[src/rtl/mcell_pkg.sv]
// Package: shared encodings for the configurable logic-cell register.
// Assumes the configuration fields are held static between resets.
package mcell_pkg;

    typedef enum logic [1:0] {
        FF_D  = 2'd0,
        FF_T  = 2'd1,
        FF_JK = 2'd2,
        FF_SR = 2'd3
    } ff_kind_e;

    typedef enum logic [1:0] {
        CM_GLOBAL  = 2'd0,
        CM_GATED   = 2'd1,
        CM_ARRAY   = 2'd2,
        CM_ARRAY_B = 2'd3
    } clk_mode_e;

    // Width of an index over n items, at least one bit.
    function automatic int idx_w(input int n);
        return (n > 1) ? $clog2(n) : 1;
    endfunction

endpackage

[src/rtl/mcell_clk_gen.sv]
// Module: builds the global clock sources, picks the clock for the
// configured mode and turns its sampled rising edge into a one-cycle
// update strobe. Assumes every source is synchronous to clk.
module mcell_clk_gen
    import mcell_pkg::*;
#(
    parameter int GPIN_COUNT = 2,
    parameter int GSRC_COUNT = 2,
    parameter int PSEL_W     = 1,
    parameter int GSEL_W     = 1
) (
    input  logic                         clk,
    input  logic                         rst_n,
    input  logic [1:0]                   cfg_clk_mode,
    input  logic [GSEL_W-1:0]            cfg_gsrc_sel,
    input  logic [GSRC_COUNT*PSEL_W-1:0] cfg_src_pin,
    input  logic [GSRC_COUNT-1:0]        cfg_src_inv,
    input  logic [GPIN_COUNT-1:0]        gclk_pin,
    input  logic                         array_clk,
    input  logic                         clk_en,
    output logic                         tick
);

    logic [GSRC_COUNT-1:0] gsrc;
    logic                  sel_clk;
    logic                  sel_prev;
    logic                  en_ok;
    clk_mode_e             mode;

    // One polarity-selectable source per global clock.
    for (genvar g = 0; g < GSRC_COUNT; g++) begin : g_src
        assign gsrc[g] = gclk_pin[cfg_src_pin[g*PSEL_W +: PSEL_W]] ^ cfg_src_inv[g];
    end

    assign mode = clk_mode_e'(cfg_clk_mode);

    // Pick the clock signal and its enable for the configured mode.
    always_comb begin
        case (mode)
            CM_GLOBAL: begin sel_clk = gsrc[cfg_gsrc_sel]; en_ok = 1'b1;   end
            CM_GATED:  begin sel_clk = gsrc[cfg_gsrc_sel]; en_ok = clk_en; end
            default:   begin sel_clk = array_clk;          en_ok = 1'b1;   end
        endcase
    end

    // Remember the last sample of the chosen clock; reset seeds it with the current level.
    always_ff @(posedge clk) begin
        sel_prev <= sel_clk;
    end

    assign tick = rst_n & sel_clk & ~sel_prev & en_ok;

endmodule

[src/rtl/mcell_next.sv]
// Module: next-state logic for the four flip-flop kinds and the
// fast pin path. Purely combinational.
module mcell_next
    import mcell_pkg::*;
(
    input  logic       cur,
    input  logic [1:0] cfg_ff_type,
    input  logic       cfg_fast_in,
    input  logic       lt_a,
    input  logic       lt_b,
    input  logic       fast_pin,
    output logic       nxt
);

    ff_kind_e kind;
    assign kind = ff_kind_e'(cfg_ff_type);

    // Value the state takes on an active edge.
    always_comb begin
        if (cfg_fast_in) begin
            nxt = fast_pin;
        end else begin
            case (kind)
                FF_D:  nxt = lt_a;
                FF_T:  nxt = cur ^ lt_a;
                FF_JK: nxt = (lt_a & ~cur) | (~lt_b & cur);
                FF_SR: nxt = (lt_a & ~lt_b) | (cur & ~(lt_b & ~lt_a));
                default: nxt = cur;
            endcase
        end
    end

endmodule

[src/rtl/mcell_async.sv]
// Module: merges the local and global asynchronous controls into
// force-to-0 and force-to-1 with clear ahead of preset.
module mcell_async (
    input  logic pt_preset,
    input  logic pt_clear,
    input  logic gclr_n,
    input  logic cfg_gclr_en,
    output logic force_clr,
    output logic force_set
);

    // Clear from either source wins over preset.
    always_comb begin
        force_clr = pt_clear | (cfg_gclr_en & ~gclr_n);
        force_set = pt_preset & ~force_clr;
    end

endmodule

[src/rtl/mcell_reg.sv]
// Module: top of the configurable logic-cell register. Holds the one
// state bit. Asynchronous controls override the output at once and
// are written into the state at the next clk edge. Assumes static
// configuration with a reset after every change.
module mcell_reg
    import mcell_pkg::*;
#(
    parameter  int GPIN_COUNT = 2,
    parameter  int GSRC_COUNT = 2,
    localparam int PSEL_W     = idx_w(GPIN_COUNT),
    localparam int GSEL_W     = idx_w(GSRC_COUNT)
) (
    input  logic                         clk,
    input  logic                         rst_n,
    input  logic [1:0]                   cfg_ff_type,
    input  logic                         cfg_bypass,
    input  logic [1:0]                   cfg_clk_mode,
    input  logic [GSEL_W-1:0]            cfg_gsrc_sel,
    input  logic [GSRC_COUNT*PSEL_W-1:0] cfg_src_pin,
    input  logic [GSRC_COUNT-1:0]        cfg_src_inv,
    input  logic                         cfg_gclr_en,
    input  logic                         cfg_pwr_val,
    input  logic                         cfg_fast_in,
    input  logic [GPIN_COUNT-1:0]        gclk_pin,
    input  logic                         array_clk,
    input  logic                         clk_en,
    input  logic                         lt_a,
    input  logic                         lt_b,
    input  logic                         fast_pin,
    input  logic                         pt_preset,
    input  logic                         pt_clear,
    input  logic                         gclr_n,
    output logic                         q
);

    logic state;
    logic nxt;
    logic tick;
    logic force_clr;
    logic force_set;

    mcell_clk_gen #(
        .GPIN_COUNT(GPIN_COUNT),
        .GSRC_COUNT(GSRC_COUNT),
        .PSEL_W    (PSEL_W),
        .GSEL_W    (GSEL_W)
    ) u_clk (
        .clk         (clk),
        .rst_n       (rst_n),
        .cfg_clk_mode(cfg_clk_mode),
        .cfg_gsrc_sel(cfg_gsrc_sel),
        .cfg_src_pin (cfg_src_pin),
        .cfg_src_inv (cfg_src_inv),
        .gclk_pin    (gclk_pin),
        .array_clk   (array_clk),
        .clk_en      (clk_en),
        .tick        (tick)
    );

    mcell_next u_next (
        .cur        (state),
        .cfg_ff_type(cfg_ff_type),
        .cfg_fast_in(cfg_fast_in),
        .lt_a       (lt_a),
        .lt_b       (lt_b),
        .fast_pin   (fast_pin),
        .nxt        (nxt)
    );

    mcell_async u_async (
        .pt_preset  (pt_preset),
        .pt_clear   (pt_clear),
        .gclr_n     (gclr_n),
        .cfg_gclr_en(cfg_gclr_en),
        .force_clr  (force_clr),
        .force_set  (force_set)
    );

    // State bit: power-up value, then forced values, then clocked update.
    always_ff @(posedge clk) begin
        if (!rst_n) begin
            state <= cfg_pwr_val;
        end else if (force_clr) begin
            state <= 1'b0;
        end else if (force_set) begin
            state <= 1'b1;
        end else if (tick) begin
            state <= nxt;
        end
    end

    // Output: bypass wire, or state with the immediate overrides applied.
    always_comb begin
        if (cfg_bypass)     q = lt_a;
        else if (force_clr) q = 1'b0;
        else if (force_set) q = 1'b1;
        else                q = state;
    end

endmodule

[config.mk]
export PLATFORM = sky130hd
export DESIGN_NAME = mcell_reg
export DESIGN_NICKNAME = d
export VERILOG_FILES = /design/src/rtl/mcell_pkg.sv /design/src/rtl/mcell_clk_gen.sv /design/src/rtl/mcell_next.sv /design/src/rtl/mcell_async.sv /design/src/rtl/mcell_reg.sv
export SDC_FILE = /design/constraint.sdc
export NUM_CORES = 1
export LEC_CHECK = 0
export ABC_CLOCK_PERIOD_IN_PS = 1200
export BUFFER_PORTS_ARGS = -buffer_cell sky130_fd_sc_hd__clkbuf_2
export CAP_MARGIN = 25
export CORE_AREA = 2 2 39 41
export CTS_BUF_LIST = sky130_fd_sc_hd__clkbuf_2
export CTS_CLUSTER_DIAMETER = 120
export DETAILED_ROUTE_END_ITERATION = 12
export DIE_AREA = 0 0 41 43
export PLACE_DENSITY = 0.55
export SYNTH_ARGS = -nofsm -noshare
export SYNTH_HDL_FRONTEND = slang
export SYNTH_SLANG_ARGS = --single-unit
[constraint.sdc]
create_clock -name clk -period 1.2 [get_ports clk]
set_clock_uncertainty 0.05 [all_clocks]
set_input_delay 0.12 -clock clk [delete_from_list [all_inputs] [get_ports clk]]
set_output_delay 0.12 -clock clk [all_outputs]
set_load 0.01 [all_outputs]
==> flow_metrics.env, run 1 <==
export IMPL_status="complete, no violations"
export IMPL_path_cells="o211ai_1 -> o21ai_1 -> a221o_1"
export IMPL_maxSlewHeadroom_pct=87.1
export IMPL_grt_setup_unrepaired="yes"
export IMPL_syn_nets=57
export IMPL_die_w_um=41
export IMPL_min_period_ns=1.18
export IMPL_r2r_cells=3
export IMPL_finalCritPeriodShare_pct=98.3
export IMPL_cp_slowest_cell="edfxtp_1"
export IMPL_cp_data_required_time_ns=1.10
export IMPL_ys_types=20
export IMPL_die_h_um=43
export IMPL_hold_viol=0
export IMPL_crit_path_max_incr_delay_ns=0.39
export IMPL_r2r_start="state"
export IMPL_setup_viol=0
export IMPL_drc=0
export IMPL_yosysTopAreaCell="mux2i_1"
export IMPL_place_congestion=0.680
export IMPL_min_path_type="in -> reg"
export IMPL_ir_worst_vdd_mv=0.459
export IMPL_ys_top_cells_by_area="mux2i_1, edfxtp_1, dfxtp_1"
export IMPL_power_mw=0.332
export IMPL_power_share_sequential_pct=25.9
export IMPL_core_area_sq_mm=0.00138
export IMPL_yosys_area_top_type_share_pct=12.1
export IMPL_die_area_sq_mm=0.00176
export IMPL_nNetsFinal=90
export IMPL_worst_slew_pin_slew_ns=0.187
export IMPL_critPathCaptureType="register"
export IMPL_p_switching_mw=0.0968
export IMPL_min_delay_start="array_clk"
export IMPL_p_per_area_mw_per_mm2=763
export IMPL_total_leakage_power_nw=0.237
export IMPL_grt_max_degree=5
export IMPL_first_iter_violations=0
export IMPL_areaGrowthSynthToFinish_pct=75.8
export IMPL_maxSlewViolCount=0
export IMPL_port_buffers=25
export IMPL_clkTransAtPathRegs_ns=0.04
export IMPL_wl_um=626
export IMPL_drive_gt1_share_pct=51.6
export IMPL_dp_slack_ns=-0.100
export IMPL_cp_arrival_ns=1.08
export IMPL_dp_final_hpwl_um=580
export IMPL_groute_usage_overall_pct=8.33
export IMPL_cts_root_buf="clkbuf_2"
export IMPL_max_freq_mhz=847
export IMPL_n_antenna_cell=0
export IMPL_whs_path_depth=2
export IMPL_cap_viol_max_count=0
export IMPL_syn_inst=32
export IMPL_avgSynthCellArea_sq_um=7.74
export IMPL_r2r_end="state"
export IMPL_ios=26
export IMPL_h_tree_depth=1
export IMPL_fp_row_count=14
export IMPL_viasPerCell=4.46
export IMPL_rrSetupSlack_ns=0.02
export IMPL_cts_tree="built"
export IMPL_numClockSinks=2
export IMPL_postCtsSetupBuffers=0
export IMPL_syn_area_sq_um=248
export IMPL_ant_nets=0
export IMPL_p_clk_share_pct=40.2
export IMPL_vias=357
export IMPL_hold_path_end="u_clk.sel_prev"
export IMPL_swShare_pct=29.1
export IMPL_setup_slack_ns=0.0199
export IMPL_cts_path_max_buffers=2
export IMPL_drt_wirelength_per_cell_um=7.83
export IMPL_pwr_share_comb_pct=33.8
export IMPL_critPathLaunchType="register"
export IMPL_grt_pass1_wl_um=938
export IMPL_drt_first_pass_iters=1
export IMPL_setup_worst_path_class="reg -> reg"
export IMPL_cts_made_buffers=3
export IMPL_synth_ff_latch_count=2
export IMPL_seq_area_frac_synth_pct=20.2
export IMPL_insertion_delay_ns=0.20
export IMPL_grt_antenna_before_repair=0
export IMPL_start_util_pct=17.9
export IMPL_grt_overflow=0
export IMPL_synth_warnings=0
export IMPL_intPower_mw=0.235
export IMPL_grt_pass1_vias=290
export IMPL_crit_fanout=3
## Yosys cell counts, drive strengths merged
| master | n |
|---|---|
| xor2 | 2 |
| mux2i | 3 |
| a311o | 1 |
| mux2 | 1 |
| a221o | 1 |
| inv | 3 |
| nor2b | 1 |
| nand3 | 1 |
| a21oi | 3 |
| a21o | 1 |
| nand2 | 3 |
| o211ai | 1 |
| a211o | 1 |
| nand3b | 1 |
| nor3b | 1 |
| dfxtp | 1 |
| o21ai | 3 |
| or2 | 1 |
| edfxtp | 1 |
| nor3 | 2 |
## worst max-delay path by stage
stage,startpoint,to,depth (start not counted)
3_3_place_gp,cfg_ff_type[1],state,5
5_1_grt,state,state,3
3_5_place_dp,cfg_ff_type[1],state,5
4_1_cts,state,state,3
6_report,state,state,3
2_1_floorplan,gclr_n,state,4
## per-stage QoR
stage	area, sq um	hold WS (ns)	std cells	utilization (%)	TNS, ns
2_1_floorplan	248	0.216	32	-	0
3_3_place_gp	415	0.325	76	30.0	-0.175
3_5_place_dp	415	0.321	76	30.0	-0.191
4_1_cts	435	0.114	80	31.5	0
5_1_grt	435	0.109	80	31.5	-0.0747
6_report	435	0.125	80	31.5	0
## power groups by stage
stage          clock, mW  combinational, mW  sequential [mW]
6_report           0.134              0.112           0.0861
3_5_place_dp           0              0.114           0.0870
3_3_place_gp           0              0.112           0.0869
4_1_cts            0.141              0.115           0.0861
5_1_grt            0.149              0.128           0.0866
2_1_floorplan          0             0.0502           0.0858
## layer usage
metal / track usage (%) / vias up / part of all wire (%)
li1: - / 184 / -
met1: 6.75 / 156 / 32
met2: 13.8 / 17 / 52
met3: 7.85 / 0 / 15
met4: 2.00 / 0 / 0
met5: 0 / - / 0
## registers in the layout, summed over array words and instances, names as in the netlist
| signal | cells |
|---|---|
| state | 1 |
| u_clk.sel_prev | 1 |
## placed cells by master, fill, tap and decap left out, types with 2 or more instances in the layout
master    count
xor2_1        2
buf_4         3
inv_1         3
clkbuf_2     29
o21ai_0       2
a21oi_1       3
nand2_1       3
mux2i_1       3
nor3_1        2
## critical path, delay by kind of cell (launching register included)
kind	cells	cell delay, ns
AO/OA/AOI/OAI	3	0.48
flip-flops	1	0.39
## cell families after synthesis
logic type / share of synthesized area [%]
AO/OA/AOI/OAI: 29.8
flip-flops: 20.2
buffers and inverters: 4.55
multiplexers: 16.7
XOR/XNOR: 7.07
AND/OR/NAND/NOR: 21.7
## what timing repair did
| item | CTS | global route |
|---|---|---|
| setup endpoints to repair | 1 | 2 |
| hold buffers | 0 | 0 |
| endpoints found under the hold margin | 0 | 0 |
| resized for setup | 1 | 0 |
| gates cloned | 0 | 0 |
## cell type report
cell class / instances / area, sq um
well taps: 16 / 20.0
flip-flops and latches: 2 / 50.0
repair buffers: 28 / 148
clock buffers: 4 / 20.0
multi-input cells: 27 / 186
fillers: 153 / 948
inverters: 3 / 11.3
(Power assumes the default switching activity.)
==> inputs of run 2 (changes only) <==
Settings changed: PLACE_DENSITY 0.55 to 0.56, SYNTH_HIERARCHICAL from default to 1.
==> flow_metrics.env, run 2 <==
export IMPL_cp_data_required_time_ns=1.10
export IMPL_cp_arrival_ns=1.33
export IMPL_die_w_um=41
export IMPL_cts_path_max_buffers=2
export IMPL_insertion_delay_ns=0.20
export IMPL_final_cell_area_sq_um=489
export IMPL_cap_viol_max_count=0
export IMPL_violations="negative setup slack"
export IMPL_die_h_um=43
export IMPL_yosysMostFrequentCell="inv_1"
export IMPL_hold_slack_ns=0.169
export IMPL_critPathCaptureType="register"
export IMPL_drt_first_pass_iters=4
export IMPL_wl_um=683
export IMPL_synth_ff_latch_count=2
export IMPL_grt_setup_unrepaired="yes"
export IMPL_viasPerCell=4.23
export IMPL_setup_viol=3
export IMPL_worst_slew_pin_slew_ns=0.325
export IMPL_place_area_sq_um=450
export IMPL_grt_overflow=0
export IMPL_setup_worst_path_class="in -> reg"
export IMPL_yosysTopAreaCell="edfxtp_1"
export IMPL_cts_tree="built"
export IMPL_holdBufCountCts=0
export IMPL_min_path_type="in -> reg"
export IMPL_place_inst=79
export IMPL_h_tree_depth=1
export IMPL_seq_area_frac_synth_pct=19.2
export IMPL_ir_worst_vdd_mv=0.556
export IMPL_syn_inst=32
export IMPL_power_mw=0.358
export IMPL_r2r_start="state"
export IMPL_critPathLaunchType="input pin"
export IMPL_port_buffers=25
export IMPL_top_layer="met3"
export IMPL_areaGrowthSynthToFinish_pct=88.0
export IMPL_clkTransAtPathRegs_ns=0.05
export IMPL_reg_largest_list="state (1), u_clk/sel_prev (1)"
export IMPL_n_antenna_cell=0
export IMPL_grt_pass1_wl_um=986
export IMPL_yosys_area_top_type_share_pct=11.5
export IMPL_crit_fanout=2
export IMPL_ys_top_cells_by_area="edfxtp_1, dfxtp_1, mux2i_1"
export IMPL_min_delay_start="array_clk"
export IMPL_ios=26
export IMPL_core_area_sq_mm=0.00138
export IMPL_async_flop_share_pct=0
export IMPL_drive_gt1_share_pct=59.7
export IMPL_first_iter_violations=6
export IMPL_start_util_pct=18.8
export IMPL_synth_ff_type="edfxtp_1"
export IMPL_vias=351
export IMPL_total_leakage_power_nw=0.264
export IMPL_place_congestion=0.659
export IMPL_maxSlewViolCount=0
export IMPL_syn_area_sq_um=260
export IMPL_grt_pass1_vias=287
export IMPL_cts_root_buf="clkbuf_2"
export IMPL_fin_cells=83
export IMPL_route_met2_wl_um=300
export IMPL_met3WireLength_um=110
export IMPL_groute_usage_overall_pct=8.63
export IMPL_setup_tns_ns=-0.375
export IMPL_grt_antenna_before_repair=0
export IMPL_ys_types=23
export IMPL_status="finished with violations"
export IMPL_maxSlewHeadroom_pct=78.3
export IMPL_die_area_sq_mm=0.00176
export IMPL_cts_made_buffers=3
export IMPL_drt_wirelength_per_cell_um=8.23
export IMPL_synth_edff_count=1
export IMPL_grt_max_degree=6
export IMPL_drc=0
export IMPL_layout_common_cells="clkbuf_2, buf_4, inv_1"
export IMPL_max_freq_mhz=702
export IMPL_ant_nets=0
export IMPL_syn_nets=57
export IMPL_p_per_area_mw_per_mm2=731
export IMPL_finalCritPeriodShare_pct=119
export IMPL_cp_startpoint="cfg_src_pin[0]"
export IMPL_rrSetupSlack_ns=-0.08
export IMPL_fp_row_count=14
export IMPL_netlist_top_cells_count="inv_1, nor2_1"
export IMPL_mostFrequentLayoutCell="clkbuf_2"
export IMPL_avgSynthCellArea_sq_um=8.13
export IMPL_setup_slack_ns=-0.224
export IMPL_hold_viol=0
export IMPL_nNetsFinal=93
export IMPL_min_period_ns=1.42
export IMPL_numClockSinks=2
export IMPL_synth_warnings=6
export IMPL_wl_met1_um=273
[run 2: per-layer routing]
layer	vias to the layer above	global-route usage (%)
li1	188	-
met2	23	12.5
met3	0	6.28
met5	-	0
met1	140	8.97
met4	0	4.00
[run 2: kinds of logic (layout without fill, tap and decap cells)]
| family | after synthesis | count (layout) | synth area share [%] |
|---|---|---|---|
| simple gates | 12 | 12 | 27.9 |
| compound gates | 9 | 9 | 29.3 |
| buf+inv | 4 | 39 | 5.77 |
| xor+xnor | 3 | 3 | 10.1 |
| mux | 2 | 2 | 7.69 |
| flops | 2 | 2 | 19.2 |
[run 2: what timing repair did]
| action | in CTS | in global routing |
|---|---|---|
| resized for setup | 0 | 5 |
| hold endpoints to repair | 0 | 0 |
| pin swaps | 0 | 1 |
| setup buffers | 0 | 0 |
| setup endpoints to repair | 3 | 3 |
[run 2: final cells by class]
| cell class | instances | area [sq um] |
|---|---|---|
| fill | 141 | 895 |
| multi-input combinational | 26 | 201 |
| timing repair buffer | 31 | 183 |
| tap | 16 | 20.0 |
| inverter | 4 | 15.0 |
| sequential | 2 | 50.0 |
| clock buffer | 4 | 20.0 |
[run 2: worst max-delay path, cell delays in order]
cell      delay [ns]
buf_6           0.07
mux2i_1         0.20
xor2_1          0.16
a222oi_1        0.11
and4bb_1        0.20
or4b_1          0.47
[run 2: final timing paths]
kind               endpoint  cells after the start
max                   state                      6
min          u_clk/sel_prev                      3
max reg2reg           state                      5
min reg2reg           state                      2
[run 2: power breakdown]
part | switching [mW] | total, mW | internal (mW)
Sequential | 0.00495 | 0.0859 | 0.0810
Clock | 0.0458 | 0.133 | 0.0874
Combinational | 0.0521 | 0.139 | 0.0867
[run 2: metrics by stage]
| step | setup slack, ns | util, % |
|---|---|---|
| global route | -0.273 | 35.4 |
| detailed placement | -0.465 | 32.5 |
| global placement | -0.436 | 32.5 |
| finish | -0.224 | 35.4 |
| floorplan | -0.295 | - |
| CTS | -0.238 | 34.0 |
==> inputs of run 3 (changes only) <==
Settings changed: CTS_CLUSTER_SIZE from default to 16, REMOVE_ABC_BUFFERS from default to 1.
==> flow_metrics.env, run 3 (synthesized netlist as in run 2, its figures left out) <==
export IMPL_status="finished with violations"
export IMPL_violations="negative setup slack"
export IMPL_whs_path_depth=3
export IMPL_grt_setup_unrepaired="yes"
export IMPL_rrSetupSlack_ns=-0.08
export IMPL_setup_slack_ns=-0.225
export IMPL_dp_slack_ns=-0.472
export IMPL_numClockSinks=2
export IMPL_cap_viol_max_count=0
export IMPL_reg_largest_list="state (1), u_clk/sel_prev (1)"
export IMPL_maxSlewHeadroom_pct=78.8
export IMPL_holdBufCountCts=0
export IMPL_drt_first_pass_iters=4
export IMPL_fp_row_count=14
export IMPL_min_period_ns=1.42
export IMPL_crit_fanout=2
export IMPL_r2r_cells=5
export IMPL_crit_path_max_incr_delay_ns=0.47
export IMPL_worst_slew_pin_slew_ns=0.318
export IMPL_met3WireLength_um=80
export IMPL_grt_overflow=0
export IMPL_fin_util_pct=34.9
export IMPL_first_iter_violations=4
export IMPL_drt_wirelength_per_cell_um=8.00
export IMPL_cp_arrival_ns=1.32
export IMPL_n_antenna_cell=0
export IMPL_cts_made_buffers=3
export IMPL_setup_worst_path_class="in -> reg"
export IMPL_layout_common_cells="clkbuf_2, buf_4, inv_1"
export IMPL_wl_um=664
export IMPL_mostFrequentLayoutCell="clkbuf_2"
export IMPL_drive_gt1_share_pct=56.7
export IMPL_r2r_end="state"
export IMPL_dp_final_hpwl_um=594
export IMPL_cp_data_required_time_ns=1.09
export IMPL_p_per_area_mw_per_mm2=738
export IMPL_min_path_type="in -> reg"
export IMPL_cts_path_max_buffers=2
export IMPL_clkTransAtPathRegs_ns=0.04
export IMPL_r2r_start="state"
export IMPL_top_layer="met3"
export IMPL_areaGrowthSynthToFinish_pct=85.6
export IMPL_grt_pass1_wl_um=1040
export IMPL_wl_met1_um=248
export IMPL_total_leakage_power_nw=0.265
export IMPL_grt_max_degree=6
export IMPL_place_congestion=0.611
export IMPL_ir_worst_vdd_mv=0.276
export IMPL_setup_viol=3
export IMPL_start_util_pct=18.8
export IMPL_cts_root_buf="clkbuf_2"
export IMPL_finalCritPeriodShare_pct=119
export IMPL_die_h_um=43
export IMPL_vias=357
export IMPL_max_freq_mhz=702
export IMPL_insertion_delay_ns=0.20
export IMPL_die_w_um=41
export IMPL_hold_viol=0
export IMPL_grt_pass1_vias=322
export IMPL_ant_nets=0
export IMPL_h_tree_depth=1
export IMPL_die_area_sq_mm=0.00176
export IMPL_critPathLaunchType="input pin"
export IMPL_min_delay_start="array_clk"
export IMPL_path_cells="buf_6 -> mux2i_1 -> xor2_1 -> a222oi_1 -> and4bb_1 -> or4b_1"
export IMPL_nNetsFinal=93
export IMPL_grt_antenna_before_repair=0
export IMPL_viasPerCell=4.30
export IMPL_route_met2_wl_um=335
export IMPL_place_area_sq_um=450
export IMPL_cts_tree="built"
export IMPL_groute_usage_overall_pct=8.93
export IMPL_core_area_sq_mm=0.00138
export IMPL_critPathCaptureType="register"
export IMPL_hold_path_end="u_clk/sel_prev"
export IMPL_cp_slowest_cell="or4b_1"
export IMPL_maxSlewViolCount=0
export IMPL_ios=26
export IMPL_final_cell_area_sq_um=483
export IMPL_port_buffers=25
export IMPL_drc=0
==> run 3: cell counts in the layout (fill, tap and decap cells not counted) <==
No cell type changed its count.
==> run 3: routing by layer <==
| metal | vias to the layer above | GRT usage, % |
|---|---|---|
| li1 | 187 | - |
| met1 | 148 | 8.01 |
| met2 | 22 | 14.4 |
| met3 | 0 | 3.14 |
| met4 | 0 | 8.00 |
| met5 | - | 0 |
==> run 3: worst max-delay path, delay by kind of cell <==
kind,cells,cell delay [ns]
buffers and inverters,1,0.07
AO/OA/AOI/OAI,1,0.11
XOR/XNOR,1,0.17
multiplexers,1,0.19
AND/OR/NAND/NOR,2,0.66
==> run 3: final cells by class <==
class | instances | area (sq um)
clock buffer | 4 | 20.0
fill | 155 | 901
inverter | 4 | 15.0
multi-input combinational | 26 | 195
sequential | 2 | 50.0
tap | 16 | 20.0
timing repair buffer | 31 | 183
==> run 3: worst max path at each step <==
stage / startpoint / slack, ns / endpoint / cells after the start
floorplan: cfg_src_pin[0] / -0.30 / state / 5
global placement: cfg_src_pin[0] / -0.45 / state / 6
detailed placement: cfg_src_pin[0] / -0.47 / state / 6
CTS: cfg_src_pin[0] / -0.24 / state / 6
global route: cfg_src_pin[1] / -0.27 / state / 6
finish: cfg_src_pin[0] / -0.22 / state / 6
==> run 3: power breakdown <==
group	internal (mW)	switching, mW
Combinational	0.0844	0.0503
Clock	0.0878	0.0475
Sequential	0.0810	0.00519
==> run 3: through the flow <==
step / std cells / TNS, ns / total power [mW] / hold slack (ns)
2_1_floorplan: 32 / -0.333 / 0.144 / 0.208
3_3_place_gp: 79 / -0.575 / 0.218 / 0.365
3_5_place_dp: 79 / -0.600 / 0.220 / 0.363
4_1_cts: 83 / -0.475 / 0.366 / 0.140
5_1_grt: 83 / -0.648 / 0.389 / 0.164
6_report: 83 / -0.390 / 0.356 / 0.156
==> run 3: repair_timing <==
action | in CTS | in global routing
resized for setup | 0 | 3
pin swaps | 3 | 4
endpoints found under the setup margin | 3 | 3
setup buffers | 0 | 0
